`src/rtl/xbus_pkg.sv`:
```
package xbus_pkg;

   typedef enum logic [1:0] {
      ST_IDLE = 2'd0,
      ST_ACT  = 2'd1,
      ST_MISS = 2'd2
   } xb_state_e;

   localparam int CFG_AW = 5;

   // register groups selected by cfg_addr[4:3]
   localparam logic [1:0] GRP_BASE   = 2'd0;
   localparam logic [1:0] GRP_LIMIT  = 2'd1;
   localparam logic [1:0] GRP_CTRL   = 2'd2;
   localparam logic [1:0] GRP_GLOBAL = 2'd3;

   // global registers selected by cfg_addr[2:0]
   localparam logic [2:0] G_MODE   = 3'd0;
   localparam logic [2:0] G_GPMODE = 3'd1;
   localparam logic [2:0] G_GPOUT  = 3'd2;

   localparam int CTRL_SELF_BIT = 8;
   localparam int CTRL_EN_BIT   = 9;
   localparam int MODE_POL_BIT  = 0;
   localparam int MODE_STRB_BIT = 1;
   localparam int MODE_DLY_LSB  = 8;

   localparam int CS_GPIO = 4;
   localparam int CS_STRB = 5;

endpackage

```
`src/rtl/xbus_regs.sv`:
```
module xbus_regs
   import xbus_pkg::*;
#(
   parameter int AW  = 16,
   parameter int WSW = 4,
   parameter int NCS = 6,
   parameter int CW  = 32
) (
   input  logic                 clk,
   input  logic                 rst_n,
   input  logic                 cfg_we,
   input  logic [CFG_AW-1:0]    cfg_addr,
   input  logic [CW-1:0]        cfg_wdata,
   output logic [AW-1:0]        win_base  [NCS],
   output logic [AW-1:0]        win_limit [NCS],
   output logic [WSW-1:0]       win_wait  [NCS],
   output logic [NCS-1:0]       win_self,
   output logic [NCS-1:0]       win_en,
   output logic                 ack_pol,
   output logic                 strb_mode,
   output logic [WSW-1:0]       strb_dly,
   output logic                 gp_mode,
   output logic                 gp_val,
   output logic                 gp_oe
);

   logic [1:0] grp;
   logic [2:0] idx;
   assign grp = cfg_addr[4:3];
   assign idx = cfg_addr[2:0];

   generate
      for (genvar i = 0; i < NCS; i++) begin : g_win
         always_ff @(posedge clk or negedge rst_n) begin
            if (!rst_n) begin
               win_base[i]  <= '0;
               win_limit[i] <= '0;
               win_wait[i]  <= '0;
               win_self[i]  <= 1'b0;
               win_en[i]    <= 1'b0;
            end else if (cfg_we && idx == 3'(i)) begin
               case (grp)
                  GRP_BASE:  win_base[i]  <= cfg_wdata[AW-1:0];
                  GRP_LIMIT: win_limit[i] <= cfg_wdata[AW-1:0];
                  GRP_CTRL: begin
                     win_wait[i] <= cfg_wdata[WSW-1:0];
                     win_self[i] <= cfg_wdata[CTRL_SELF_BIT];
                     win_en[i]   <= cfg_wdata[CTRL_EN_BIT];
                  end
                  default: ;
               endcase
            end
         end
      end

      if (CW > AW) begin : g_sink
         logic unused_hi;
         assign unused_hi = ^cfg_wdata[CW-1:AW];
      end
   endgenerate

   always_ff @(posedge clk or negedge rst_n) begin
      if (!rst_n) begin
         ack_pol   <= 1'b0;
         strb_mode <= 1'b0;
         strb_dly  <= '0;
         gp_mode   <= 1'b0;
         gp_val    <= 1'b0;
         gp_oe     <= 1'b0;
      end else if (cfg_we && grp == GRP_GLOBAL) begin
         case (idx)
            G_MODE: begin
               ack_pol   <= cfg_wdata[MODE_POL_BIT];
               strb_mode <= cfg_wdata[MODE_STRB_BIT];
               strb_dly  <= cfg_wdata[MODE_DLY_LSB +: WSW];
            end
            G_GPMODE: gp_mode <= cfg_wdata[0];
            G_GPOUT: begin
               gp_val <= cfg_wdata[0];
               gp_oe  <= cfg_wdata[1];
            end
            default: ;
         endcase
      end
   end

endmodule

```
`src/rtl/xbus_decode.sv`:
```
module xbus_decode #(
   parameter int AW  = 16,
   parameter int NCS = 6
) (
   input  logic [AW-1:0]  addr,
   input  logic [AW-1:0]  win_base  [NCS],
   input  logic [AW-1:0]  win_limit [NCS],
   input  logic [NCS-1:0] win_en,
   output logic           hit,
   output logic [NCS-1:0] sel_oh
);

   logic [NCS-1:0] match;

   generate
      for (genvar i = 0; i < NCS; i++) begin : g_cmp
         assign match[i] = win_en[i] && (addr >= win_base[i]) && (addr <= win_limit[i]);
      end
   endgenerate

   // lowest index wins: scan downward so the last write is the lowest match
   always_comb begin
      sel_oh = '0;
      for (int i = NCS - 1; i >= 0; i--) begin
         if (match[i]) begin
            sel_oh    = '0;
            sel_oh[i] = 1'b1;
         end
      end
   end

   assign hit = |match;

endmodule

```
`src/rtl/xbus_ack_sync.sv`:
```
module xbus_ack_sync #(
   parameter int STAGES = 2
) (
   input  logic clk,
   input  logic rst_n,
   input  logic d,
   output logic q
);

   generate
      if (STAGES == 0) begin : g_pass
         assign q = d;
      end else if (STAGES == 1) begin : g_one
         logic r;
         always_ff @(posedge clk or negedge rst_n) begin
            if (!rst_n) r <= 1'b0;
            else        r <= d;
         end
         assign q = r;
      end else begin : g_chain
         logic [STAGES-1:0] sr;
         always_ff @(posedge clk or negedge rst_n) begin
            if (!rst_n) sr <= '0;
            else        sr <= {sr[STAGES-2:0], d};
         end
         assign q = sr[STAGES-1];
      end
   endgenerate

endmodule

```
`src/rtl/xbus_seq.sv`:
```
module xbus_seq
   import xbus_pkg::*;
#(
   parameter int AW  = 16,
   parameter int DW  = 16,
   parameter int WSW = 4,
   parameter int NCS = 6
) (
   input  logic           clk,
   input  logic           rst_n,
   input  logic           req,
   input  logic           req_we,
   input  logic [AW-1:0]  req_addr,
   input  logic [DW-1:0]  req_wdata,
   output logic           ready,
   output logic [DW-1:0]  rsp_rdata,
   input  logic           dec_hit,
   input  logic [NCS-1:0] dec_oh,
   input  logic [WSW-1:0] win_wait [NCS],
   input  logic [NCS-1:0] win_self,
   input  logic [WSW-1:0] strb_dly,
   input  logic           ack_s,
   input  logic [DW-1:0]  xb_rdata,
   output logic [NCS-1:0] cs_act_oh,
   output logic           strb_on,
   output logic [AW-1:0]  xb_addr,
   output logic [DW-1:0]  xb_wdata,
   output logic           xb_rd_n,
   output logic           xb_wr_n
);

   xb_state_e      state;
   logic [WSW-1:0] cnt;
   logic [WSW-1:0] thr;
   logic [NCS-1:0] oh_q;
   logic           self_q;
   logic           we_q;
   logic           armed;
   logic [AW-1:0]  addr_q;
   logic [DW-1:0]  wdata_q;

   logic [WSW-1:0] w_sel;
   logic           s_sel;
   logic [WSW-1:0] dly_eff;
   logic           accept;
   logic           done;
   logic           in_act;

   always_comb begin
      w_sel = '0;
      s_sel = 1'b0;
      for (int i = 0; i < NCS; i++) begin
         if (dec_oh[i]) begin
            w_sel = win_wait[i];
            s_sel = win_self[i];
         end
      end
   end

   assign dly_eff = (strb_dly > w_sel) ? w_sel : strb_dly;
   assign accept  = (state == ST_IDLE) && req;
   assign in_act  = (state == ST_ACT);
   assign done    = in_act && (cnt == '0) && (self_q || (ack_s && armed));

   always_ff @(posedge clk or negedge rst_n) begin
      if (!rst_n) begin
         state   <= ST_IDLE;
         cnt     <= '0;
         thr     <= '0;
         oh_q    <= '0;
         self_q  <= 1'b0;
         we_q    <= 1'b0;
         addr_q  <= '0;
         wdata_q <= '0;
      end else begin
         case (state)
            ST_IDLE: if (accept) begin
               state   <= dec_hit ? ST_ACT : ST_MISS;
               cnt     <= w_sel;
               thr     <= w_sel - dly_eff;
               oh_q    <= dec_oh;
               self_q  <= s_sel;
               we_q    <= req_we;
               addr_q  <= req_addr;
               wdata_q <= req_wdata;
            end
            ST_ACT: begin
               if (cnt != '0) cnt <= cnt - WSW'(1);
               if (done)      state <= ST_IDLE;
            end
            default: state <= ST_IDLE;
         endcase
      end
   end

   // acknowledge arming: re-armed by any inactive sample, spent by a completion
   always_ff @(posedge clk or negedge rst_n) begin
      if (!rst_n)                armed <= 1'b0;
      else if (!ack_s)           armed <= 1'b1;
      else if (done && !self_q)  armed <= 1'b0;
   end

   assign ready     = done || (state == ST_MISS);
   assign rsp_rdata = (done && !we_q) ? xb_rdata : '0;
   assign cs_act_oh = in_act ? oh_q : '0;
   assign strb_on   = in_act && (cnt <= thr);
   assign xb_addr   = addr_q;
   assign xb_wdata  = wdata_q;
   assign xb_rd_n   = !(in_act && !we_q);
   assign xb_wr_n   = !(in_act && we_q);

endmodule

```
`src/rtl/xbus_cyc_ctrl.sv`:
```
module xbus_cyc_ctrl
   import xbus_pkg::*;
#(
   parameter int AW          = 16,
   parameter int DW          = 16,
   parameter int NCS         = 6,
   parameter int WSW         = 4,
   parameter int CW          = 32,
   parameter int ACK_SYNC    = 2
) (
   input  logic              clk,
   input  logic              rst_n,
   input  logic              req,
   input  logic              req_we,
   input  logic [AW-1:0]     req_addr,
   input  logic [DW-1:0]     req_wdata,
   output logic              ready,
   output logic [DW-1:0]     rsp_rdata,
   input  logic              cfg_we,
   input  logic [CFG_AW-1:0] cfg_addr,
   input  logic [CW-1:0]     cfg_wdata,
   output logic [AW-1:0]     xb_addr,
   output logic [DW-1:0]     xb_wdata,
   input  logic [DW-1:0]     xb_rdata,
   output logic              xb_rd_n,
   output logic              xb_wr_n,
   output logic [NCS-1:0]    xb_cs_n,
   input  logic              xb_ack,
   output logic              xb_gp_oe
);

   generate
      if (NCS < 6 || NCS > 8) begin : g_bad_ncs
         $error("xbus_cyc_ctrl: NCS must be 6..8");
      end
      if (WSW < 1 || WSW > 8) begin : g_bad_wsw
         $error("xbus_cyc_ctrl: WSW must be 1..8");
      end
      if (CW < AW || CW < MODE_DLY_LSB + WSW || CW < CTRL_EN_BIT + 1) begin : g_bad_cw
         $error("xbus_cyc_ctrl: CW too narrow for register fields");
      end
   endgenerate

   logic [AW-1:0]  win_base  [NCS];
   logic [AW-1:0]  win_limit [NCS];
   logic [WSW-1:0] win_wait  [NCS];
   logic [NCS-1:0] win_self;
   logic [NCS-1:0] win_en;
   logic           ack_pol;
   logic           strb_mode;
   logic [WSW-1:0] strb_dly;
   logic           gp_mode;
   logic           gp_val;
   logic           gp_oe;
   logic           dec_hit;
   logic [NCS-1:0] dec_oh;
   logic           ack_raw;
   logic           ack_s;
   logic [NCS-1:0] cs_act_oh;
   logic           strb_on;

   xbus_regs #(.AW(AW), .WSW(WSW), .NCS(NCS), .CW(CW)) u_regs (
      .clk       (clk),
      .rst_n     (rst_n),
      .cfg_we    (cfg_we),
      .cfg_addr  (cfg_addr),
      .cfg_wdata (cfg_wdata),
      .win_base  (win_base),
      .win_limit (win_limit),
      .win_wait  (win_wait),
      .win_self  (win_self),
      .win_en    (win_en),
      .ack_pol   (ack_pol),
      .strb_mode (strb_mode),
      .strb_dly  (strb_dly),
      .gp_mode   (gp_mode),
      .gp_val    (gp_val),
      .gp_oe     (gp_oe)
   );

   xbus_decode #(.AW(AW), .NCS(NCS)) u_dec (
      .addr      (req_addr),
      .win_base  (win_base),
      .win_limit (win_limit),
      .win_en    (win_en),
      .hit       (dec_hit),
      .sel_oh    (dec_oh)
   );

   assign ack_raw = ack_pol ? xb_ack : !xb_ack;

   xbus_ack_sync #(.STAGES(ACK_SYNC)) u_sync (
      .clk   (clk),
      .rst_n (rst_n),
      .d     (ack_raw),
      .q     (ack_s)
   );

   xbus_seq #(.AW(AW), .DW(DW), .WSW(WSW), .NCS(NCS)) u_seq (
      .clk       (clk),
      .rst_n     (rst_n),
      .req       (req),
      .req_we    (req_we),
      .req_addr  (req_addr),
      .req_wdata (req_wdata),
      .ready     (ready),
      .rsp_rdata (rsp_rdata),
      .dec_hit   (dec_hit),
      .dec_oh    (dec_oh),
      .win_wait  (win_wait),
      .win_self  (win_self),
      .strb_dly  (strb_dly),
      .ack_s     (ack_s),
      .xb_rdata  (xb_rdata),
      .cs_act_oh (cs_act_oh),
      .strb_on   (strb_on),
      .xb_addr   (xb_addr),
      .xb_wdata  (xb_wdata),
      .xb_rd_n   (xb_rd_n),
      .xb_wr_n   (xb_wr_n)
   );

   // pin muxing: plain selects, strobe variant on pin 5, GP variant on pin 4
   generate
      for (genvar i = 0; i < NCS; i++) begin : g_pin
         if (i == CS_STRB) begin : g_strb
            assign xb_cs_n[i] = strb_mode ? !strb_on : !cs_act_oh[i];
         end else if (i == CS_GPIO) begin : g_gp
            assign xb_cs_n[i] = gp_mode ? gp_val : !cs_act_oh[i];
         end else begin : g_plain
            assign xb_cs_n[i] = !cs_act_oh[i];
         end
      end
   endgenerate

   assign xb_gp_oe = gp_mode ? gp_oe : 1'b1;

endmodule

```
`config.mk`:
```
export PLATFORM = sky130hd
export DESIGN_NAME = xbus_cyc_ctrl
export DESIGN_NICKNAME = d
export VERILOG_FILES = /design/src/rtl/xbus_pkg.sv /design/src/rtl/xbus_regs.sv /design/src/rtl/xbus_decode.sv /design/src/rtl/xbus_ack_sync.sv /design/src/rtl/xbus_seq.sv /design/src/rtl/xbus_cyc_ctrl.sv
export SDC_FILE = /design/constraint.sdc
export NUM_CORES = 1
export LEC_CHECK = 0
export BUFFER_PORTS_ARGS = -buffer_cell sky130_fd_sc_hd__buf_2
export CORE_ASPECT_RATIO = 0.9
export CORE_MARGIN = 1.5
export CORE_UTILIZATION = 60
export CTS_CLUSTER_SIZE = 14
export DETAILED_ROUTE_END_ITERATION = 8
export PLACE_DENSITY = 0.8
export SLEW_MARGIN = 5
export SYNTH_ARGS = -nofsm -noshare
export SYNTH_HDL_FRONTEND = slang
export SYNTH_SLANG_ARGS = --single-unit
```
`constraint.sdc`:
```
create_clock -name clk -period 6.2 [get_ports clk]
set_input_delay 0.93 -clock clk [delete_from_list [all_inputs] [get_ports clk]]
set_output_delay 0.93 -clock clk [all_outputs]
set_load 0.01 [all_outputs]
```
### After elaboration in Yosys (flattened, before gate mapping)

Cells that the tools add are included.

| operators by class | value |
|---|---|
| add/subtract/negate cells | 2 |
| multipliers | 0 |
| div/mod/pow operators | 0 |
| $lt $le $gt $ge | 14 |
| eq/ne operators | 14 |
| shift operators | 0 |
| multiplexer cells | 34 |
| bitwise logic cells | 0 |
| reduce and logical (&&, ||, !) cells | 73 |

Operators by type and width:

| cell | count |
|---|---|
| 16-bit greater-or-equal comparator | 6 |
| 16-bit <= comparator | 6 |
| 2-bit AND reduction | 23 |
| 6-bit 2-to-1 mux | 7 |
| 4-bit 2-to-1 mux | 9 |
| 1-bit logical AND | 28 |
| 16-bit 2-to-1 mux | 1 |
| 1-bit logical NOT | 12 |
| 1-bit 2-to-1 mux | 12 |
| 4-bit case mux with 2 select lines | 1 |
| 2-bit equality test, second input constant | 3 |
| 3-bit by 2-bit equality test with 1-bit output, second input constant | 2 |
| 3-bit equality test, second input constant | 2 |
| 2-bit 2-to-1 mux | 3 |
| 2-bit by 1-bit != test with 1-bit output, second input constant | 3 |
| 6-bit OR reduction | 1 |
| 2-bit by 1-bit equality test with 1-bit output, second input constant | 2 |
| 4-bit > comparator | 1 |
| 4-bit <= comparator | 1 |
| 2-bit logical NOT | 2 |
| 4-bit logical NOT | 1 |
| 2-bit case mux with 2 select lines | 1 |
| 4-bit nonzero test | 1 |
| 4-bit by 1-bit subtractor with 4-bit output, second input constant | 1 |
| other kinds (7) | 8 |

| storage, ports and cells | value |
|---|---|
| register bits after elaboration | 290 |
| bits in latches | 0 |
| bits in writable memories | 0 |
| memory bits (read-only) | 0 |
| input port bits | 91 |
| output and inout port bits | 58 |
| logic and storage cells | 183 |
| memories kept | 0 |

### Logic depth before layout (Yosys ltp)

| logic depth | value |
|---|---|
| depth after elaboration | 18 |
| gate-level depth with buffers | 27 |

### Modules after synthesis

A second synthesis with hierarchy kept.

| second synthesis, totals | value |
|---|---|
| cell total of the unflattened synthesis | 1559 |
| area total of the unflattened synthesis | 16723.5 um2 |

Modules (own cells, without submodules):

| module | times used | cells an instance | area each (um2) |
|---|---|---|---|
| xbus_regs | 1 | 546 | 9072.5 |
| xbus_decode | 1 | 669 | 4784.6 |
| xbus_seq | 1 | 333 | 2767.7 |
| xbus_ack_sync | 1 | 2 | 50.0 |
| xbus_cyc_ctrl | 1 | 9 | 48.8 |

### Worst setup path after synthesis

No wires, ideal clock.

| timing | value |
|---|---|
| kind | input to register |
| from | in req_addr[0] |
| to | reg u_seq.thr[3] |
| library setup time | 0.132 ns |
| data arrival time | 5.291 ns |
| path slack | 0.777 ns |
| stages | 24 |
| path buffers | 1 |
| cell sequence | inv_1 ha_1 nand2b_1 a2111o_1 a32oi_1 o211ai_1 o211ai_1 nand4_1 or3_1 buf_6 a31oi_4 inv_2 ha_1 nor2b_1 o21ai_0 nand2b_1 a21oi_1 a41o_2 mux2i_1 ha_1 a21o_1 a21oi_1 xor2_1 o21ai_1 |

| between the ends | value |
|---|---|
| longest elaborated chain between the ends | 17 |
| elaborated cells between the ends (all ways) | 39 |
| classes of those cells | 1 x add/sub; 13 x order compare; 13 x mux; 12 x reduce/logical |

Ends and longest elaborated chain:

| what | RTL line | RTL |
|---|---|---|
| start, declared | xbus_cyc_ctrl.sv:15 | `input logic [AW-1:0] req_addr,` |
| 16-bit greater-or-equal comparator | xbus_decode.sv:17 | `assign match[i] = win_en[i] && (addr >= win_base[i]) && (addr <= win_limit[i]);` |
| 1-bit logical AND (2 in series) | xbus_decode.sv:17 |  |
| 6-bit 2-to-1 mux (4 in series) | xbus_decode.sv:25 | `if (match[i]) begin` |
| 6-bit 2-to-1 mux (*) | xbus_decode.sv:25 |  |
| 4-bit 2-to-1 mux (5 in series) | xbus_seq.sv:53 | `if (dec_oh[i]) begin` |
| 4-bit 2-to-1 mux (*) | xbus_seq.sv:53 |  |
| 4-bit > comparator | xbus_seq.sv:60 | `assign dly_eff = (strb_dly > w_sel) ? w_sel : strb_dly;` |
| 4-bit 2-to-1 mux | xbus_seq.sv:60 |  |
| 4-bit subtractor (*) | xbus_seq.sv:80 | `thr <= w_sel - dly_eff;` |
| end signal, assigned | xbus_seq.sv:80 |  |
| end, declared | xbus_seq.sv:34 | `logic [WSW-1:0] thr;` |

Mark *: on every way between the ends. The rest lies on a longest branch, timed or not.
A chain may end at the register's enable or synchronous reset.

### Final worst setup path

| timing | value |
|---|---|
| from | in req_addr[11] |
| to | reg u_seq.thr[3] |

The elaborated chain is that of the path after synthesis.

==> flow_summary.ini <==
[drt]
wire_per_inst_um = 19.8
drtIter0Drc = 1119
vias = 12518
drt_drc_violations_left = 0
ant_nets = 0
first_pass_iters = 6
vias_per_cell = 5.88
totalWireLength_um = 42100

[clock_tree]
hold_buffers = 0
htree_levels = 1
clk_latency_ps = 560
clock_path_buffers = 3
cts_num_sinks = 290
root_buffer = clkbuf_16
cts_tree = done
cts_buffers = 30
ctsResizeCount = 0
cts_setup_buffers = 0
clk_pin_slew_ps = 60

[global_route]
grt_max_degree = 109
grt_use_total = 0.302
overflow = 0
grt_pass1_wl_um = 67000
antenna_found_initial = 3
grt_pass1_vias = 12893

[setup_path]
path_class = in -> reg
crit_family = compound AO/OA/AOI/OAI gates
cpMaxStageDelayCell = a221oi_1
cp_common_cell = ha_1
crit_required_ps = 6610
critPathMaxFanout = 13
startpoint = req_addr[11]
startpoint_type = input pin
slowest_delay_ps = 440
worstPathArrival_ps = 5940
setup.worst_path.end_class = flop
cp_num_buf_inv = 2
rr_startpoint = u_regs.win_limit[62]

[yosys]
ys.flop_type = dfrtp_1
postSynthAreaPerCell_um2 = 10.2
async_reset_ff_frac = 1.00
yosysUniqueCellTypes = 71
synth_nets = 1911
synth_edf_count = 0
yosys_warnings = 0
synth.ff_latch_count = 290
syn_inst = 1614
synth-seq-area-share = 0.441
syn_area_mm2 = 0.0165

[cells_and_area]
nNetsFinal = 2044
layout-drive-gt1-share = 0.230
mostFrequentLayoutCell = dfrtp_1
n_fill_cell = 2020
mostFrequentLayoutCells = dfrtp_1, nand2_1, ha_1
syn2layout_area_growth_pct = 12.9

[die]
rows = 57
die_area_mm2 = 0.0284
fp.dieH_um = 160
die_w_um = 178
io_pins = 149
initial_utilization = 0.611
core_mm2 = 0.0270

[worst_hold_path]
min_from = u_sync.g_chain.sr[0]
hold_class = reg -> reg

[sta]
rsz0062_at_grt = no
tns_ps = 0
fin_crit_ps = 5520
final_hold_viol_count = 0
slew_violations = 0
setup_viol = 0
max_slew_margin = 0.207
hold_ws_ps = 349
finalCritPeriodShare = 0.891
final.setup_skew_ps = 10.8
fmax_mhz = 181
worst_slew_pin_slew_ps = 1190

[power_and_ir_drop]
p_comb_frac = 0.317
swShare = 0.333
power_leakage_nw = 9.34
pwr-share-seq = 0.400
p_int_mw = 4.35
power_density_mw_per_mm2 = 351
clkPwrFrac = 0.283
net-switching-power_mw = 2.17
peakVddDrop_uv = 225

[outcome]
status = complete, no violations

[placed_design]
routabilityCongestion = 0.881
dp_hpwl_um = 28400
port_buffers = 132

[job]
max_cap_violations = 0
## stage by stage
stage                     setup WS, ps  cell area (um^2)   util  std cells  total power [mW]
after floorplan                    777             16500      -       1614              3.99
after detailed placement           130             17600  0.652       2069              4.66
after global placement             256             17600  0.652       2069              4.52
after global routing               304             18600  0.690       2128              6.95
after CTS                          696             18600  0.689       2125              6.54
final                              675             18600  0.690       2128              6.52
## power by group through the flow
| stage | clock [mW] | combinational [mW] | sequential (mW) |
|---|---|---|---|
| CTS | 1.87 | 2.07 | 2.60 |
| global route | 1.95 | 2.34 | 2.66 |
| floorplan | 0 | 1.37 | 2.62 |
| finish | 1.85 | 2.07 | 2.61 |
| detailed placement | 0 | 2.03 | 2.63 |
| global placement | 0 | 1.92 | 2.60 |
## cell type report
cell class	count	area [um^2]	share of cell area
Tap cell	354	443	0.0238
Clock buffer	51	931	0.0501
Clock inverter	5	78.8	0.00424
Sequential cell	290	7260	0.390
Multi-Input combinational cell	1063	8240	0.443
Antenna cell	3	7.51	0.000404
Timing Repair Buffer	160	881	0.0474
Inverter	202	758	0.0408
## path summary, 6_finish.rpt
check	endpoint	slack [ps]	cells after the start
min in group asynchronous	u_seq.xb_wdata[4]	390	1
max in group asynchronous	u_regs.win_base[36]	4310	2
hold reg to reg	u_sync.g_chain.sr[1]	350	0
hold / removal	u_sync.g_chain.sr[1]	350	0
setup / recovery	u_seq.thr[3]	680	25
setup reg to reg	u_seq.thr[3]	990	25
## synthesized netlist by cell type, types with 2 or more instances
library cell | instances | share of area
xor2_1 | 2 | 0.0011
inv_1 | 199 | 0.045
o21ai_1 | 6 | 0.0018
o21ai_0 | 104 | 0.032
buf_1 | 4 | 0.00091
nor3b_1 | 3 | 0.0014
mux2_2 | 177 | 0.12
o211ai_1 | 14 | 0.0064
inv_2 | 3 | 0.00068
nor2b_1 | 13 | 0.0049
nand2_1 | 228 | 0.052
o21a_1 | 7 | 0.0032
nand2b_1 | 12 | 0.0046
clkbuf_1 | 53 | 0.012
dfrtp_1 | 290 | 0.44
a211oi_1 | 14 | 0.0064
a22o_1 | 5 | 0.0027
and4_1 | 5 | 0.0027
o41ai_1 | 2 | 0.0011
a2111o_1 | 4 | 0.0027
nor3_1 | 13 | 0.0040
a21oi_2 | 2 | 0.0011
nor4_1 | 9 | 0.0034
nand4_1 | 35 | 0.013
and3_1 | 8 | 0.0030
o22a_1 | 2 | 0.0011
a22oi_1 | 6 | 0.0027
nand4b_1 | 2 | 0.0011
nor2_1 | 38 | 0.0087
a21o_1 | 20 | 0.0091
nand3_1 | 8 | 0.0024
a221oi_1 | 5 | 0.0027
ha_1 | 205 | 0.16
a21oi_1 | 62 | 0.019
o22ai_1 | 2 | 0.00076
a211o_1 | 2 | 0.0011
and2_1 | 16 | 0.0061
## registers in the layout, summed over array words and instances, names as in the netlist, 6 cells and up
signal	count
u_regs.win_base	96
u_seq.xb_addr	16
u_regs.win_self	6
u_regs.win_limit	96
u_seq.xb_wdata	16
u_regs.win_en	6
u_seq.oh_q	6
u_regs.win_wait	24
## metal layers
layer | vias up | global-route usage | share of wire
li1 | 5840 | - | -
met5 | - | 0 | 0
met2 | 403 | 0.505 | 0.48
met1 | 6150 | 0.395 | 0.43
met3 | 125 | 0.0340 | 0.053
met4 | 0 | 0.137 | 0.046
## kinds of logic after synthesis
kind of cell / after synthesis / share of synthesized area
muxes: 178 / 0.122
AOI/OAI and AO/OA: 275 / 0.105
and+or+nand+nor: 401 / 0.114
DFF: 290 / 0.441
adders and majority gates: 206 / 0.157
xor gates and xnor gates: 3 / 0.00160
buffers and inverters: 261 / 0.0600
No activity file was read; power rests on OpenSTA's default activity.
